File: src/rtl/tw_pkg.sv
package tw_pkg;
  localparam int BYTE_W = 8;
  localparam int NIB_W  = 4;
  localparam int SEL_W  = 2;
  localparam int CNT_W  = 4;

  typedef enum logic [2:0] {
    ST_IDLE, ST_ID, ST_INSTR, ST_WDATA, ST_RDATA, ST_HOLD2, ST_STEP, ST_DONE
  } tw_state_e;

  typedef enum logic [2:0] {K_BAD, K_TWO, K_WRITE, K_READ, K_STEP} op_kind_e;

  function automatic op_kind_e op_kind(input logic [NIB_W-1:0] op);
    case (op)
      4'b1101, 4'b1110, 4'b0001, 4'b1000: op_kind = K_TWO;
      4'b1010, 4'b1100:                   op_kind = K_WRITE;
      4'b1001, 4'b1011:                   op_kind = K_READ;
      4'b0010:                            op_kind = K_STEP;
      default:                            op_kind = K_BAD;
    endcase
  endfunction
endpackage

File: src/rtl/tw_line_sampler.sv
module tw_line_sampler #(
  parameter int SYNC_STAGES = 2
) (
  input  logic clk,
  input  logic rst_n,
  input  logic scl_i,
  input  logic sda_i,
  output logic scl_hi_o,
  output logic sda_o,
  output logic rise_o,
  output logic fall_o,
  output logic start_o,
  output logic stop_o
);
  localparam int PIPE_W = SYNC_STAGES + 1;

  logic [PIPE_W-1:0] scl_pipe, sda_pipe;
  logic scl_cur, scl_prv, sda_cur, sda_prv;

  always_ff @(posedge clk or negedge rst_n) begin
    if (!rst_n) begin
      scl_pipe <= '1;
      sda_pipe <= '1;
    end else begin
      scl_pipe <= {scl_pipe[PIPE_W-2:0], scl_i};
      sda_pipe <= {sda_pipe[PIPE_W-2:0], sda_i};
    end
  end

  assign scl_cur = scl_pipe[SYNC_STAGES-1];
  assign scl_prv = scl_pipe[SYNC_STAGES];
  assign sda_cur = sda_pipe[SYNC_STAGES-1];
  assign sda_prv = sda_pipe[SYNC_STAGES];

  assign scl_hi_o = scl_cur;
  assign sda_o    = sda_cur;
  assign rise_o   = scl_cur & ~scl_prv;
  assign fall_o   = ~scl_cur & scl_prv;
  // data edges while the clock stays high mark frame boundaries
  assign start_o  = scl_cur & scl_prv & sda_prv & ~sda_cur;
  assign stop_o   = scl_cur & scl_prv & ~sda_prv & sda_cur;
endmodule

File: src/rtl/tw_frame_fsm.sv
module tw_frame_fsm
  import tw_pkg::*;
#(
  parameter logic [NIB_W-1:0] TYPE_CODE = 4'b0101
) (
  input  logic              clk,
  input  logic              rst_n,
  input  logic              scl_hi,
  input  logic              sda,
  input  logic              rise,
  input  logic              fall,
  input  logic              start,
  input  logic              stop,
  input  logic [NIB_W-1:0]  addr_strap,
  input  logic [BYTE_W-1:0] rd_data,
  output logic              sda_pull,
  output logic              cmd_valid,
  output logic [NIB_W-1:0]  cmd_opcode,
  output logic [SEL_W-1:0]  cmd_reg,
  output logic [SEL_W-1:0]  cmd_pot,
  output logic [BYTE_W-1:0] cmd_data,
  output logic              step_valid,
  output logic              step_up
);
  localparam logic [CNT_W-1:0] LAST_BIT = CNT_W'(BYTE_W - 1);
  localparam logic [CNT_W-1:0] ACK_LOW  = CNT_W'(BYTE_W);
  localparam logic [CNT_W-1:0] ACK_HIGH = CNT_W'(BYTE_W + 1);

  tw_state_e         state_q, state_n;
  op_kind_e          kind_q, kind_n, kind_nx;
  logic [CNT_W-1:0]  bit_q, bit_n;
  logic [BYTE_W-2:0] sh_q, sh_n, tx_q, tx_n;
  logic [BYTE_W-1:0] byte_nx;
  logic              ackp_q, ackp_n, drv_q, drv_n, dir_q, dir_n;
  logic              cv_q, cv_n, sv_q, sv_n, up_q, up_n;
  logic [NIB_W-1:0]  op_q, op_n;
  logic [SEL_W-1:0]  rs_q, rs_n, ps_q, ps_n;
  logic [BYTE_W-1:0] dat_q, dat_n;

  assign byte_nx = {sh_q, sda};
  assign kind_nx = op_kind(byte_nx[BYTE_W-1:BYTE_W-NIB_W]);

  always_comb begin
    state_n = state_q; kind_n = kind_q; bit_n = bit_q; sh_n = sh_q; tx_n = tx_q;
    ackp_n = ackp_q; drv_n = drv_q; dir_n = dir_q; up_n = up_q;
    op_n = op_q; rs_n = rs_q; ps_n = ps_q; dat_n = dat_q;
    cv_n = 1'b0; sv_n = 1'b0;
    if (start) begin
      state_n = ST_ID; bit_n = '0; ackp_n = 1'b0; drv_n = 1'b0;
    end else if (stop) begin
      if (state_q == ST_HOLD2) cv_n = 1'b1;
      state_n = ST_IDLE; ackp_n = 1'b0; drv_n = 1'b0;
    end else begin
      case (state_q)
        ST_ID, ST_INSTR, ST_WDATA: begin
          if (rise) begin
            if (bit_q < ACK_LOW) begin
              sh_n  = byte_nx[BYTE_W-2:0];
              bit_n = bit_q + 1'b1;
              if (bit_q == LAST_BIT) begin
                if (state_q == ST_ID) begin
                  if (byte_nx == {TYPE_CODE, addr_strap}) ackp_n = 1'b1;
                  else state_n = ST_IDLE;
                end else if (state_q == ST_INSTR) begin
                  if (kind_nx == K_BAD) state_n = ST_IDLE;
                  else begin
                    ackp_n = 1'b1; kind_n = kind_nx;
                    op_n = byte_nx[7:4]; rs_n = byte_nx[3:2]; ps_n = byte_nx[1:0];
                    if (kind_nx == K_READ) cv_n = 1'b1;
                  end
                end else begin
                  ackp_n = 1'b1; dat_n = byte_nx;
                end
              end
            end else begin
              bit_n = ACK_HIGH;
            end
          end else if (fall) begin
            if (bit_q == ACK_LOW && ackp_q) begin
              drv_n = 1'b1;
            end else if (bit_q == ACK_HIGH) begin
              drv_n = 1'b0; ackp_n = 1'b0; bit_n = '0;
              if (state_q == ST_ID) state_n = ST_INSTR;
              else if (state_q == ST_WDATA) begin
                cv_n = 1'b1; state_n = ST_DONE;
              end else begin
                case (kind_q)
                  K_TWO:   state_n = ST_HOLD2;
                  K_WRITE: state_n = ST_WDATA;
                  K_STEP:  state_n = ST_STEP;
                  K_READ: begin
                    state_n = ST_RDATA;
                    drv_n   = ~rd_data[BYTE_W-1];
                    tx_n    = rd_data[BYTE_W-2:0];
                  end
                  default: state_n = ST_IDLE;
                endcase
              end
            end
          end
        end
        ST_RDATA: begin
          if (rise && bit_q < ACK_LOW) bit_n = bit_q + 1'b1;
          else if (fall) begin
            if (bit_q == ACK_LOW) begin
              drv_n = 1'b0; state_n = ST_DONE;
            end else begin
              drv_n = ~tx_q[BYTE_W-2];
              tx_n  = {tx_q[BYTE_W-3:0], 1'b0};
            end
          end
        end
        ST_STEP: begin
          if (rise) dir_n = sda;
          else if (fall) begin
            sv_n = 1'b1; up_n = dir_q;
          end
        end
        default: ;
      endcase
    end
  end

  always_ff @(posedge clk or negedge rst_n) begin
    if (!rst_n) begin
      state_q <= ST_IDLE; kind_q <= K_BAD; bit_q <= '0; sh_q <= '0; tx_q <= '0;
      ackp_q <= 1'b0; drv_q <= 1'b0; dir_q <= 1'b0; up_q <= 1'b0;
      cv_q <= 1'b0; sv_q <= 1'b0;
      op_q <= '0; rs_q <= '0; ps_q <= '0; dat_q <= '0;
    end else begin
      state_q <= state_n; kind_q <= kind_n; bit_q <= bit_n; sh_q <= sh_n; tx_q <= tx_n;
      ackp_q <= ackp_n; drv_q <= drv_n; dir_q <= dir_n; up_q <= up_n;
      cv_q <= cv_n; sv_q <= sv_n;
      op_q <= op_n; rs_q <= rs_n; ps_q <= ps_n; dat_q <= dat_n;
    end
  end

  assign sda_pull   = drv_q;
  assign cmd_valid  = cv_q;
  assign cmd_opcode = op_q;
  assign cmd_reg    = rs_q;
  assign cmd_pot    = ps_q;
  assign cmd_data   = dat_q;
  assign step_valid = sv_q;
  assign step_up    = up_q;

  // the data line is only moved while the clock line is low
  a_r10_pull_moves_scl_low: assert property (@(posedge clk) disable iff (!rst_n)
    !$stable(drv_q) |-> !scl_hi);
  // command strobe lasts a single cycle
  a_r10_cmd_one_cycle: assert property (@(posedge clk) disable iff (!rst_n)
    cv_q |=> !cv_q);
  // command and step strobes never coincide
  a_r10_cmd_step_excl: assert property (@(posedge clk) disable iff (!rst_n)
    $onehot0({cv_q, sv_q}));
  // steps only come from the stepping opcode
  a_r7_step_opcode: assert property (@(posedge clk) disable iff (!rst_n)
    sv_q |-> op_q == 4'b0010);
  // a command strobe only carries a defined non-stepping opcode
  a_r4_cmd_kind: assert property (@(posedge clk) disable iff (!rst_n)
    cv_q |-> (op_kind(op_q) != K_BAD && op_kind(op_q) != K_STEP));
endmodule

File: src/rtl/twowire_cmd_decoder.sv
module twowire_cmd_decoder
  import tw_pkg::*;
#(
  parameter int               SYNC_STAGES = 2,
  parameter logic [NIB_W-1:0] TYPE_CODE   = 4'b0101
) (
  input  logic              clk,
  input  logic              rst_n,
  input  logic              scl_i,
  input  logic              sda_i,
  input  logic [NIB_W-1:0]  addr_strap_i,
  input  logic [BYTE_W-1:0] rd_data_i,
  output logic              sda_pull_o,
  output logic              cmd_valid_o,
  output logic [NIB_W-1:0]  cmd_opcode_o,
  output logic [SEL_W-1:0]  cmd_reg_o,
  output logic [SEL_W-1:0]  cmd_pot_o,
  output logic [BYTE_W-1:0] cmd_data_o,
  output logic              step_valid_o,
  output logic              step_up_o
);
  logic scl_hi, sda_s, rise, fall, start, stop;

  tw_line_sampler #(.SYNC_STAGES(SYNC_STAGES)) u_sampler (
    .clk(clk), .rst_n(rst_n), .scl_i(scl_i), .sda_i(sda_i),
    .scl_hi_o(scl_hi), .sda_o(sda_s), .rise_o(rise), .fall_o(fall),
    .start_o(start), .stop_o(stop)
  );

  tw_frame_fsm #(.TYPE_CODE(TYPE_CODE)) u_fsm (
    .clk(clk), .rst_n(rst_n), .scl_hi(scl_hi), .sda(sda_s),
    .rise(rise), .fall(fall), .start(start), .stop(stop),
    .addr_strap(addr_strap_i), .rd_data(rd_data_i),
    .sda_pull(sda_pull_o), .cmd_valid(cmd_valid_o),
    .cmd_opcode(cmd_opcode_o), .cmd_reg(cmd_reg_o), .cmd_pot(cmd_pot_o),
    .cmd_data(cmd_data_o), .step_valid(step_valid_o), .step_up(step_up_o)
  );
endmodule

File: config.mk
export PLATFORM = sky130hd
export DESIGN_NAME = twowire_cmd_decoder
export DESIGN_NICKNAME = d
export VERILOG_FILES = /design/src/rtl/tw_pkg.sv /design/src/rtl/tw_line_sampler.sv /design/src/rtl/tw_frame_fsm.sv /design/src/rtl/twowire_cmd_decoder.sv
export SDC_FILE = /design/constraint.sdc
export NUM_CORES = 1
export LEC_CHECK = 0
export ABC_AREA = 1
export ABC_CLOCK_PERIOD_IN_PS = 2400
export BUFFER_PORTS_ARGS = -buffer_cell sky130_fd_sc_hd__buf_2
export CORE_ASPECT_RATIO = 1.75
export CORE_MARGIN = 8
export CORE_UTILIZATION = 49
export DETAILED_ROUTE_END_ITERATION = 10
export HOLD_SLACK_MARGIN = 0.1
export PLACE_DENSITY = 0.69
export SLEW_MARGIN = 20
export SYNTH_ARGS = -nofsm -noshare
export SYNTH_HDL_FRONTEND = slang
export SYNTH_HIERARCHICAL = 1
export SYNTH_SLANG_ARGS = --single-unit
File: constraint.sdc
create_clock -name clk -period 2.4 [get_ports clk]
set_clock_uncertainty 0.1 [all_clocks]
set_input_delay 0.36 -clock clk [delete_from_list [all_inputs] [get_ports clk]]
set_output_delay 0.36 -clock clk [all_outputs]
set_load 0.02 [all_outputs]
==> out/qor.yml, run 1 <==
io-pin-count: 36
ff2ff_path_depth: 13
port_buffers: 35
max_slew.worst_pin.slew_ns: 0.404
worstHoldEndpoint: "u_fsm/tx_q[0]"
clockBufferDepth: 2
layout-drive-gt1-share_pct: 25.9
core-area_um2: 5830
vias: 2397
synth_most_common_cell: "nand2_1"
core.rowCount: 37
setup_tns_ns: 0
worst_hold_startpoint: "rd_data_i[0]"
cp.arrival_ns: 2.13
ant_nets: 0
status: "completed"
maxCapViolCount: 0
n_antenna_cell: 0
ys_seq_area_share_pct: 44.7
synth_edf_count: 0
avgRoutedWirePerCell_um: 13.7
cp.required_ns: 2.49
peakVddDrop_uv: 588
fin_nets: 421
fin_crit_ns: 2.03
critical_path.max_fanout: 5
cp-end-kind: "flip-flop"
gp_congestion: 0.929
avgSynthCellArea_um2: 8.28
powerDensity_nw_per_um2: 834
synth_top_area_cell: "dfrtp_1"
fp.dieArea_um2: 8810
r2r-end: "u_fsm/state_q[0]"
grt_max_degree: 53
maxSlewViolCount: 0
cts_root_buf: "clkbuf_8"
overflow: 0
synth_area_um2: 2930
synth_nets: 378
synthTopCellsByArea: "dfrtp_1, nand2_1, dfstp_2"
dp_hpwl_um: 5080
ys_types: 33
synthToLayoutAreaGrowth_pct: 13.9
drt_first_pass_iters: 4
synth_top_area_share_pct: 39.3
cts.clk_slew.worst_paths_ns: 0.09
synthCells: 354
multiInputGateArea_um2: 1390
regArea_um2: 1310
fin_crit_sh_pct: 84.7
hold_violations: 0
cts_made_buffers: 5
clock.fmax_mhz: 492
worst_hold_slack_ns: 0.207
clock_latency_ns: 0.30
fp.dieW_um: 74.5
critPathLaunchType: "flip-flop"
rsz0062_at_grt: "no"
synth_warnings: 6
regToRegStartpoint: "u_sampler/scl_pipe[1]"
gr-usage-all-layers_pct: 16.0
grt_pass1_wl_um: 11000
criticalPathCategory: "flip-flop to flip-flop"
cts-resized-gates: 0
initial_core_util_pct: 50.2
holdPathStages: 3
drt_iter0_markers: 88
routed_via_density: 5.04
synth_commonest_cells: "nand2_1, dfrtp_1, inv_1"
grt_pass1_vias: 2389
cts_setup_buffers: 0
yosys_register_bits: 52
cts.sinks: 52
hold_path_class: "input pin to flip-flop"
antenna_found_initial: 0
max_slew_margin_pct: 72.8
largest_reg_flops: 8
drc: 0
dp_cells: 465
p_leak_nw: 1.71
finalNonFillerCells: 476
finalPower_mw: 2.78
die_h_um: 118
synth_async_sr_flop_share_pct: 100
htreeDepth: 2
setup_viol: 0
fillers: 601
routed_wl_um: 6540
synth-main-ff-cell: "dfrtp_1"
r2r_slack_ns: 0.37
cts_tree: "built"
[per-layer routing]
metal | global-route usage [%] | part of all wire, % | vias to the layer above
li1 | - | - | 1214
met4 | 10.0 | 4.8 | 0
met3 | 3.05 | 3.8 | 25
met2 | 27.7 | 53 | 49
met1 | 16.5 | 38 | 1109
met5 | 0 | 0 | -
[critical path, stage by stage (launching register included)]
cell and delay (ns):
dfstp_2 0.56, nand2_1 0.09, nor2_1 0.26, inv_2 0.08, nand2_2 0.13, nor2_4 0.06, nand3_1 0.07, nand2_1 0.06
inv_1 0.06, nand2_2 0.06, a21oi_4 0.18, nand2_2 0.08, nand2_1 0.07, nand2_1 0.05
[cells by family after synthesis]
family	share of synthesized area [%]
AOI/OAI and AO/OA	13.5
xor gates and xnor gates	0.299
adders and majority gates	3.42
buffers and inverters	8.07
DFF	44.7
muxes	2.05
and+or+nand+nor	28.0
[through the flow]
| stage | setup slack (ns) | util (%) | cell area (um2) |
|---|---|---|---|
| 3_3_place_gp | 0.416 | 54.5 | 3180 |
| 2_1_floorplan | 0.518 | - | 2930 |
| 5_1_grt | 0.110 | 57.2 | 3340 |
| 4_1_cts | 0.377 | 57.2 | 3340 |
| 3_5_place_dp | 0.401 | 54.5 | 3180 |
| 6_report | 0.367 | 57.2 | 3340 |
[power breakdown]
| part | switching (mW) | internal [mW] | total [mW] |
|---|---|---|---|
| registers | 0.148 | 1.04 | 1.19 |
| clock network | 0.277 | 0.368 | 0.645 |
| logic | 0.609 | 0.340 | 0.949 |
[placed cells by master (no fill, tap or decap)]
cell / netlist / routed
nand2_1: 93 / 93
dfrtp_1: 46 / 46
buf_2: 0 / 35
inv_1: 34 / 34
nor2_1: 33 / 33
o21ai_0: 22 / 22
nand3_1: 20 / 20
o21ai_2: 16 / 16
nand2_2: 12 / 12
o21ai_1: 12 / 12
a21oi_1: 8 / 8
ha_1: 8 / 8
clkbuf_8: 0 / 7
mux2i_1: 6 / 6
nor2_4: 6 / 6
dfstp_2: 6 / 6
inv_2: 5 / 5
buf_4: 1 / 5
dlygate4sd3_1: 0 / 3
nand4_1: 3 / 3
nor2_2: 3 / 3
bufinv_16: 0 / 1
buf_12: 0 / 1
xnor2_1: 1 / 1
a21oi_4: 1 / 1
nor3b_1: 1 / 1
o211ai_1: 1 / 1
o22ai_1: 1 / 1
nor4_1: 1 / 1
clkinv_2: 1 / 1
o21bai_1: 1 / 1
inv_4: 1 / 1
nand3b_4: 1 / 1
nand2_4: 1 / 1
o221ai_1: 1 / 1
nand4_4: 1 / 1
[worst max path at each step]
stage | slack (ns) | cells past startpoint | endpoint | start
3_3_place_gp | 0.42 | 10 | u_fsm/cmd_opcode[1] | u_fsm/sh_q[3]
2_1_floorplan | 0.52 | 10 | u_fsm/cmd_opcode[0] | u_sampler/scl_pipe[1]
5_1_grt | 0.11 | 10 | u_fsm/cmd_reg[1] | u_fsm/sh_q[3]
4_1_cts | 0.38 | 10 | u_fsm/cmd_reg[1] | u_fsm/sh_q[3]
3_5_place_dp | 0.40 | 10 | u_fsm/cmd_opcode[2] | u_fsm/sh_q[3]
6_report | 0.37 | 13 | u_fsm/state_q[0] | u_sampler/scl_pipe[1]
[final cells by class]
cell class / count / share of cell area (%)
Clock buffer: 7 / 2.89
Clock inverter: 1 / 0.900
Inverter: 41 / 4.72
Multi-Input combinational cell: 253 / 41.5
Sequential cell: 52 / 39.2
Tap cell: 78 / 2.92
Timing Repair Buffer: 44 / 7.87
[what timing repair did]
| action | 4_1_cts | 5_1_grt |
|---|---|---|
| hold buffers | 3 | 0 |
| setup endpoints to repair | 0 | 0 |
| hold endpoints to repair | 48 | 0 |
(Power assumes the default switching activity.)
==> inputs of run 2 (changes only) <==
--- a/config.mk
+++ b/config.mk
@@ -5,15 +5,15 @@
 export SDC_FILE = /design/constraint.sdc
 export NUM_CORES = 1
 export LEC_CHECK = 0
-export ABC_AREA = 1
-export ABC_CLOCK_PERIOD_IN_PS = 2400
+export ABC_AREA = 0
+export ABC_CLOCK_PERIOD_IN_PS = 1800
 export BUFFER_PORTS_ARGS = -buffer_cell sky130_fd_sc_hd__buf_2
 export CORE_ASPECT_RATIO = 1.75
 export CORE_MARGIN = 8
 export CORE_UTILIZATION = 49
 export DETAILED_ROUTE_END_ITERATION = 10
 export HOLD_SLACK_MARGIN = 0.1
-export PLACE_DENSITY = 0.69
+export PLACE_DENSITY = 0.72
 export SLEW_MARGIN = 20
 export SYNTH_ARGS = -nofsm -noshare
 export SYNTH_HDL_FRONTEND = slang
==> constraint.sdc (replaced) <==
create_clock -name clk -period 1.8 [get_ports clk]
set_clock_uncertainty 0.1 [all_clocks]
set_input_delay 0.27 -clock clk [delete_from_list [all_inputs] [get_ports clk]]
set_output_delay 0.27 -clock clk [all_outputs]
set_load 0.02 [all_outputs]
==> run 2 against run 1 <==
The run now ends with setup timing left. First-iteration DRC count is 53% higher. Sequential share of layout area down 7.8 points. Clock power up 32%. Synthesized area decreased by 5.8%. Fmax shrank 8.2%. Setup slack got worse by 0.78 ns. Flip-flop and latch count did not move.
==> out/qor.yml, run 2 <==
dp_slack_ns: -0.435  # -0.836 ns
hold_path_class: "input pin to flip-flop"
criticalPathCategory: "flip-flop to flip-flop"
max_slew.worst_pin.slew_ns: 0.401  # -0.00290 ns
dp_hpwl_um: 5540  # +9.0%
vias: 2525  # +5.3%
initial_core_util_pct: 50.3  # about the same
setup_tns_ns: -12.73  # -12.73 ns
ys_seq_area_share_pct: 47.4  # +2.7 points
fp.dieArea_um2: 8390  # -4.8%
layout-drive-gt1-share_pct: 55.6  # +30 points
peakVddDrop_uv: 778  # +32%
n_antenna_cell: 0  # unchanged
avgSynthCellArea_um2: 10.4  # +26%
violations: "setup timing"
synthToLayoutAreaGrowth_pct: 50.9
fp.dieW_um: 72.7  # -2.3%
yosys_register_bits: 52  # unchanged
synth_area_um2: 2760  # -5.8%
finalNonFillerCells: 463  # -2.7%
routed_via_density: 5.45  # +8.3%
synth_nets: 289  # -24%
ys_types: 46  # +39%
gr-usage-all-layers_pct: 18.7  # +2.8 points
routed_wl_um: 7900  # +21%
hold_violations: 0  # unchanged
timing.final.ws_setup_ns: -0.415  # -0.782 ns
synth_top_area_cell: "dfrtp_1"
drc: 0  # unchanged
largest_reg_flops: 8  # unchanged
avgRoutedWirePerCell_um: 17.1  # +24%
rsz0062_at_grt: "yes"
clockBufferDepth: 2  # unchanged
critical_path.max_fanout: 8  # +3
powerDensity_nw_per_um2: 1090  # +30%
grt_pass1_vias: 2634  # +10%
clock.fmax_mhz: 451  # -8.2%
core.rowCount: 36  # -2.7%
fin_nets: 410  # -2.6%
synthTopCellsByArea: "dfrtp_1, mux2_2, dfstp_2"
synth-main-ff-cell: "dfrtp_1"
gp_congestion: 0.893  # -3.9%
max_slew_margin_pct: 73.3  # +0.44 points
io-pin-count: 36  # unchanged
antenna_found_initial: 0  # unchanged
synth_commonest_cells: "dfrtp_1, nand2_1, mux2_2"
port_buffers: 35  # unchanged
synth_async_sr_flop_share_pct: 100  # unchanged
final_common_cell: "buf_4"
cp.required_ns: 1.90  # -0.59 ns
final_cell_mix: "buf_4, dfrtp_1, buf_2"
maxCapViolCount: 0  # unchanged
synthCells: 265  # -25%
critPathLaunchType: "flip-flop"
worst_hold_slack_ns: 0.181  # -0.0257 ns
dp_cells: 435  # -6.5%
htreeDepth: 2  # unchanged
cts.clk_slew.worst_paths_ns: 0.10  # about the same
grt_max_degree: 22  # -58%
fin_crit_sh_pct: 123  # +38 points
p_leak_nw: 1.98  # +16%
cts.sinks: 52  # unchanged
cp-end-kind: "flip-flop"
cp.arrival_ns: 2.31  # +0.18 ns
synth_edf_count: 0  # unchanged
cts_tree: "built"
grt_pass1_wl_um: 12300  # +12%
ant_nets: 0  # unchanged
clock_latency_ns: 0.31  # about the same
synth_warnings: 6  # unchanged
synth_most_common_cell: "dfrtp_1"
drt_iter0_markers: 135  # +53%
fin_crit_ns: 2.21  # +0.182 ns
core-area_um2: 5500  # -5.8%
status: "finished with violations"
die_h_um: 115  # -2.5%
cts_made_buffers: 5  # unchanged
setup_viol: 45  # +45
drt_first_pass_iters: 4  # unchanged
overflow: 0  # unchanged
cts_root_buf: "clkbuf_8"
synth_top_area_share_pct: 41.7  # +2.4 points
maxSlewViolCount: 0  # unchanged
## run 2: changes by cell type in the layout (fill, tap and decap cells not counted), moves of 8 or more
cell,previous run,this run
nand3_1,20,4
buf_6,0,8
nand2_1,93,28
o21ai_2,16,1
o21ai_1,12,2
nand2b_1,0,8
nor2_1,33,9
mux2_2,0,12
nand2_2,12,1
inv_1,34,4
buf_4,5,80
mux2_4,0,16
o21ai_0,22,11
## run 2: repair_timing
item / in CTS / in global routing
gates resized for setup: 27 / 39
endpoints found under the setup margin: 45 / 46
hold buffers: 4 / 0
pin swaps: 8 / 15
buffers inserted: 5 / 12
endpoints found under the hold margin: 20 / 0
## run 2: logic make-up (layout without fill, tap and decap cells)
| family | Yosys count | after routing | synth area share (%) |
|---|---|---|---|
| simple gates | 94 | 94 | 18.1 |
| flops | 52 | 52 | 47.4 |
| compound gates | 50 | 50 | 12.5 |
| mux | 32 | 32 | 12.9 |
| buf+inv | 23 | 145 | 3.62 |
| fa+ha+maj | 8 | 8 | 3.62 |
| xor+xnor | 6 | 6 | 1.90 |
## run 2: final timing paths
| check | start | endpoint | slack (ns) | cells after the start |
|---|---|---|---|---|
| worst max-delay path | u_sampler/sda_pipe[2] | u_fsm/cmd_data[5] | -0.41 | 6 |
| worst min-delay path | rd_data_i[6] | u_fsm/tx_q[6] | 0.18 | 3 |
| worst max register to register | u_sampler/sda_pipe[2] | u_fsm/cmd_data[5] | -0.41 | 6 |
| worst min register to register | u_sampler/sda_pipe[0] | u_sampler/sda_pipe[1] | 0.26 | 0 |
| max in group asynchronous | rst_n | u_fsm/cmd_valid | 0.65 | 3 |
| min in group asynchronous | rst_n | u_fsm/ackp_q | 0.31 | 2 |
## run 2: layout make-up
type / count / area [um2]
clock inverter: 2 / 38.8
inverter: 9 / 33.8
timing repair buffer: 128 / 926
fill: 366 / 1330
multi-input combinational: 190 / 1680
tap: 76 / 95.1
clock buffer: 6 / 82.6
sequential: 52 / 1310
## run 2: layer usage
layer  global-route usage, %  share of wire [%]  vias up
met1                    18.3                 37     1243
met5                       0                  0        -
met3                    3.41                3.8       29
met2                    35.7                 54       76
met4                    9.14                4.8        0
li1                        -                  -     1177
## run 2: stage by stage
stage	power (mW)	instance area (um2)	util, %
after floorplan	2.50	2870	-
after global placement	3.18	3610	65.6
after detailed placement	3.23	3610	65.6
after CTS	4.23	3930	71.4
after global routing	4.78	4170	75.8
final	4.53	4170	75.8
## run 2: critical path: stages (launching register included)
cell	delay (ns)
dfstp_2	0.54
and4b_2	0.26
or2_4	0.30
nor3_4	0.19
and4_4	0.28
buf_12	0.14
mux2_4	0.30
## run 2: where the power goes
part           internal [mW]  switching, mW
Clock                  0.455          0.395
Combinational           1.14           1.06
Sequential              1.37          0.114
Total                   2.96           1.57
==> inputs of run 3 (changes only) <==
--- a/config.mk
+++ b/config.mk
@@ -8,12 +8,12 @@
 export ABC_AREA = 0
 export ABC_CLOCK_PERIOD_IN_PS = 1800
 export BUFFER_PORTS_ARGS = -buffer_cell sky130_fd_sc_hd__buf_2
-export CORE_ASPECT_RATIO = 1.75
 export CORE_MARGIN = 8
 export CORE_UTILIZATION = 49
 export DETAILED_ROUTE_END_ITERATION = 10
 export HOLD_SLACK_MARGIN = 0.1
 export PLACE_DENSITY = 0.72
+export SETUP_SLACK_MARGIN = 0.05
 export SLEW_MARGIN = 20
 export SYNTH_ARGS = -nofsm -noshare
 export SYNTH_HDL_FRONTEND = slang
==> run 3 against run 2 <==
The flow still finishes with violations (setup timing). Critical path depth unchanged. Sequential power about the same. Clock power decreased by 21%. Fmax decreased by 1.4%. Count of clock-buffer cells in the layout increased by 1. Global-route usage increased by 0.54 points. Worst hold slack got worse by 0.075 ns. Sequential share of layout area decreased by 0.085 points. Routed wire length increased by 5.9%. Non-clock buffer count decreased by 3. Combinational power about the same. Critical endpoint is now u_fsm/state_q[2]. Largest cell class unchanged. Largest power group unchanged.
==> out/qor.yml, run 3 (same netlist as run 2, synthesis figures left out) <==
grt_max_degree: 34  # +55%
setup_viol: 43  # -4.4%
drc: 0  # unchanged
die_h_um: 91.1  # -21%
cp.required_ns: 1.89  # about the same
gr-usage-all-layers_pct: 19.3  # +0.54 points
io-pin-count: 36  # unchanged
status: "finished with violations"
cts_tree: "built"
vias: 2599  # +2.9%
fillers: 342  # -6.6%
drt_iter0_markers: 152  # +13%
n_antenna_cell: 0  # unchanged
port_buffers: 35  # unchanged
initial_core_util_pct: 50.5  # +0.21 points
drt_first_pass_iters: 4  # unchanged
synthToLayoutAreaGrowth_pct: 51.3
layout-drive-gt1-share_pct: 56.8  # +1.2 points
antenna_found_initial: 0  # unchanged
powerDensity_nw_per_um2: 1040  # -4.2%
hold_path_class: "input pin to flip-flop"
routed_wl_um: 8360  # +5.9%
routed_via_density: 5.70  # +4.5%
setup_tns_ns: -12.44  # +0.282 ns
critical_path.max_fanout: 6  # -2
fin_crit_ns: 2.25  # +0.0321 ns
critPathLaunchType: "flip-flop"
timing.final.ws_setup_ns: -0.447  # -0.0321 ns
fin_crit_sh_pct: 125  # +1.8 points
cts.sinks: 52  # unchanged
clock_latency_ns: 0.31  # about the same
core-area_um2: 5470  # -0.41%
maxSlewViolCount: 0  # unchanged
largest_reg_flops: 8  # unchanged
final_cell_mix: "buf_4, dfrtp_1, buf_2"
clock.fmax_mhz: 445  # -1.4%
max_slew_margin_pct: 67.5  # -5.8 points
post_dp_cell_area_um2: 3570  # -1.0%
cp-end-kind: "flip-flop"
htreeDepth: 2  # unchanged
hold_violations: 0  # unchanged
max_slew.worst_pin.slew_ns: 0.488  # +0.0867 ns
grt_pass1_wl_um: 13300  # +7.5%
cts_made_buffers: 5  # unchanged
grt_pass1_vias: 2656  # +0.84%
ant_nets: 0  # unchanged
finalPower_mw: 4.35  # -3.9%
overflow: 0  # unchanged
peakVddDrop_uv: 532  # -32%
core.rowCount: 27  # -25%
cts_root_buf: "clkbuf_8"
clockBufferDepth: 2  # unchanged
maxCapViolCount: 0  # unchanged
violations: "setup timing"
fp.dieW_um: 91.1  # +25%
fin_nets: 407  # -0.73%
avgRoutedWirePerCell_um: 18.3  # +7.5%
cp.arrival_ns: 2.34  # +0.03 ns
finish.instance_area_um2: 4180  # +0.27%
final_common_cell: "buf_4"
cts.clk_slew.worst_paths_ns: 0.10  # about the same
criticalPathCategory: "flip-flop to flip-flop"
gp_congestion: 0.870  # -2.6%
dp_hpwl_um: 5100  # -8.0%
rsz0062_at_grt: "yes"
p_leak_nw: 1.98  # -0.14%
fp.dieArea_um2: 8290  # -1.1%
run 3: metrics by stage:
| step | utilization (%) | instances | worst slack [ns] | hold slack [ns] |
|---|---|---|---|---|
| 6_report | 76.3 | 456 | -0.447 | 0.106 |
| 2_1_floorplan | - | 265 | -0.515 | -0.126 |
| 4_1_cts | 73.9 | 451 | -0.339 | 0.102 |
| 5_1_grt | 76.3 | 456 | -0.513 | 0.111 |
| 3_3_place_gp | 65.2 | 425 | -0.369 | 0.158 |
| 3_5_place_dp | 65.2 | 425 | -0.399 | 0.164 |
run 3: area by class of cell:
type	instances	area (um2)	area share [%]
Clock buffer	7	76.3	1.83
Sequential cell	52	1310	31.3
Clock inverter	1	8.76	0.210
Timing Repair Buffer	125	928	22.2
Multi-Input combinational cell	190	1730	41.4
Tap cell	72	90.1	2.16
Inverter	9	33.8	0.809
run 3: final timing paths:
kind | from | to | slack (ns) | cells past startpoint
max | u_sampler/sda_pipe[2] | u_fsm/state_q[2] | -0.45 | 6
min | rd_data_i[0] | u_fsm/tx_q[0] | 0.11 | 3
max reg2reg | u_sampler/sda_pipe[2] | u_fsm/state_q[2] | -0.45 | 6
min reg2reg | u_sampler/scl_pipe[0] | u_sampler/scl_pipe[1] | 0.26 | 0
max in group asynchronous | rst_n | u_sampler/sda_pipe[1] | 0.64 | 3
min in group asynchronous | rst_n | u_fsm/bit_q[2] | 0.36 | 2
run 3: worst max-delay path, cell delays in order (launching register included):
cell and delay, ns:
dfstp_2 0.54, and4b_2 0.26, or2_4 0.31, nor4b_4 0.24, o21ai_1 0.11, nand4_1 0.25, mux2_4 0.33
run 3: power by group:
part	internal (mW)	switching [mW]
Combinational	1.12	1.07
Clock	0.279	0.391
Sequential	1.37	0.120
Total	2.77	1.59
run 3: layer usage:
metal,up-vias,wire length [um],GRT usage (%)
met1,1308,3540,24.9
met3,20,491,3.70
li1,1173,-,-
met2,98,4120,31.9
met4,0,203,5.46
met5,-,0,0
run 3: repair_timing:
action	in CTS	in global routing
endpoints found under the setup margin	46	46
hold endpoints to repair	19	0
pin swaps	18	8
setup buffers	15	5
hold buffers	3	0
gates resized for setup	66	21
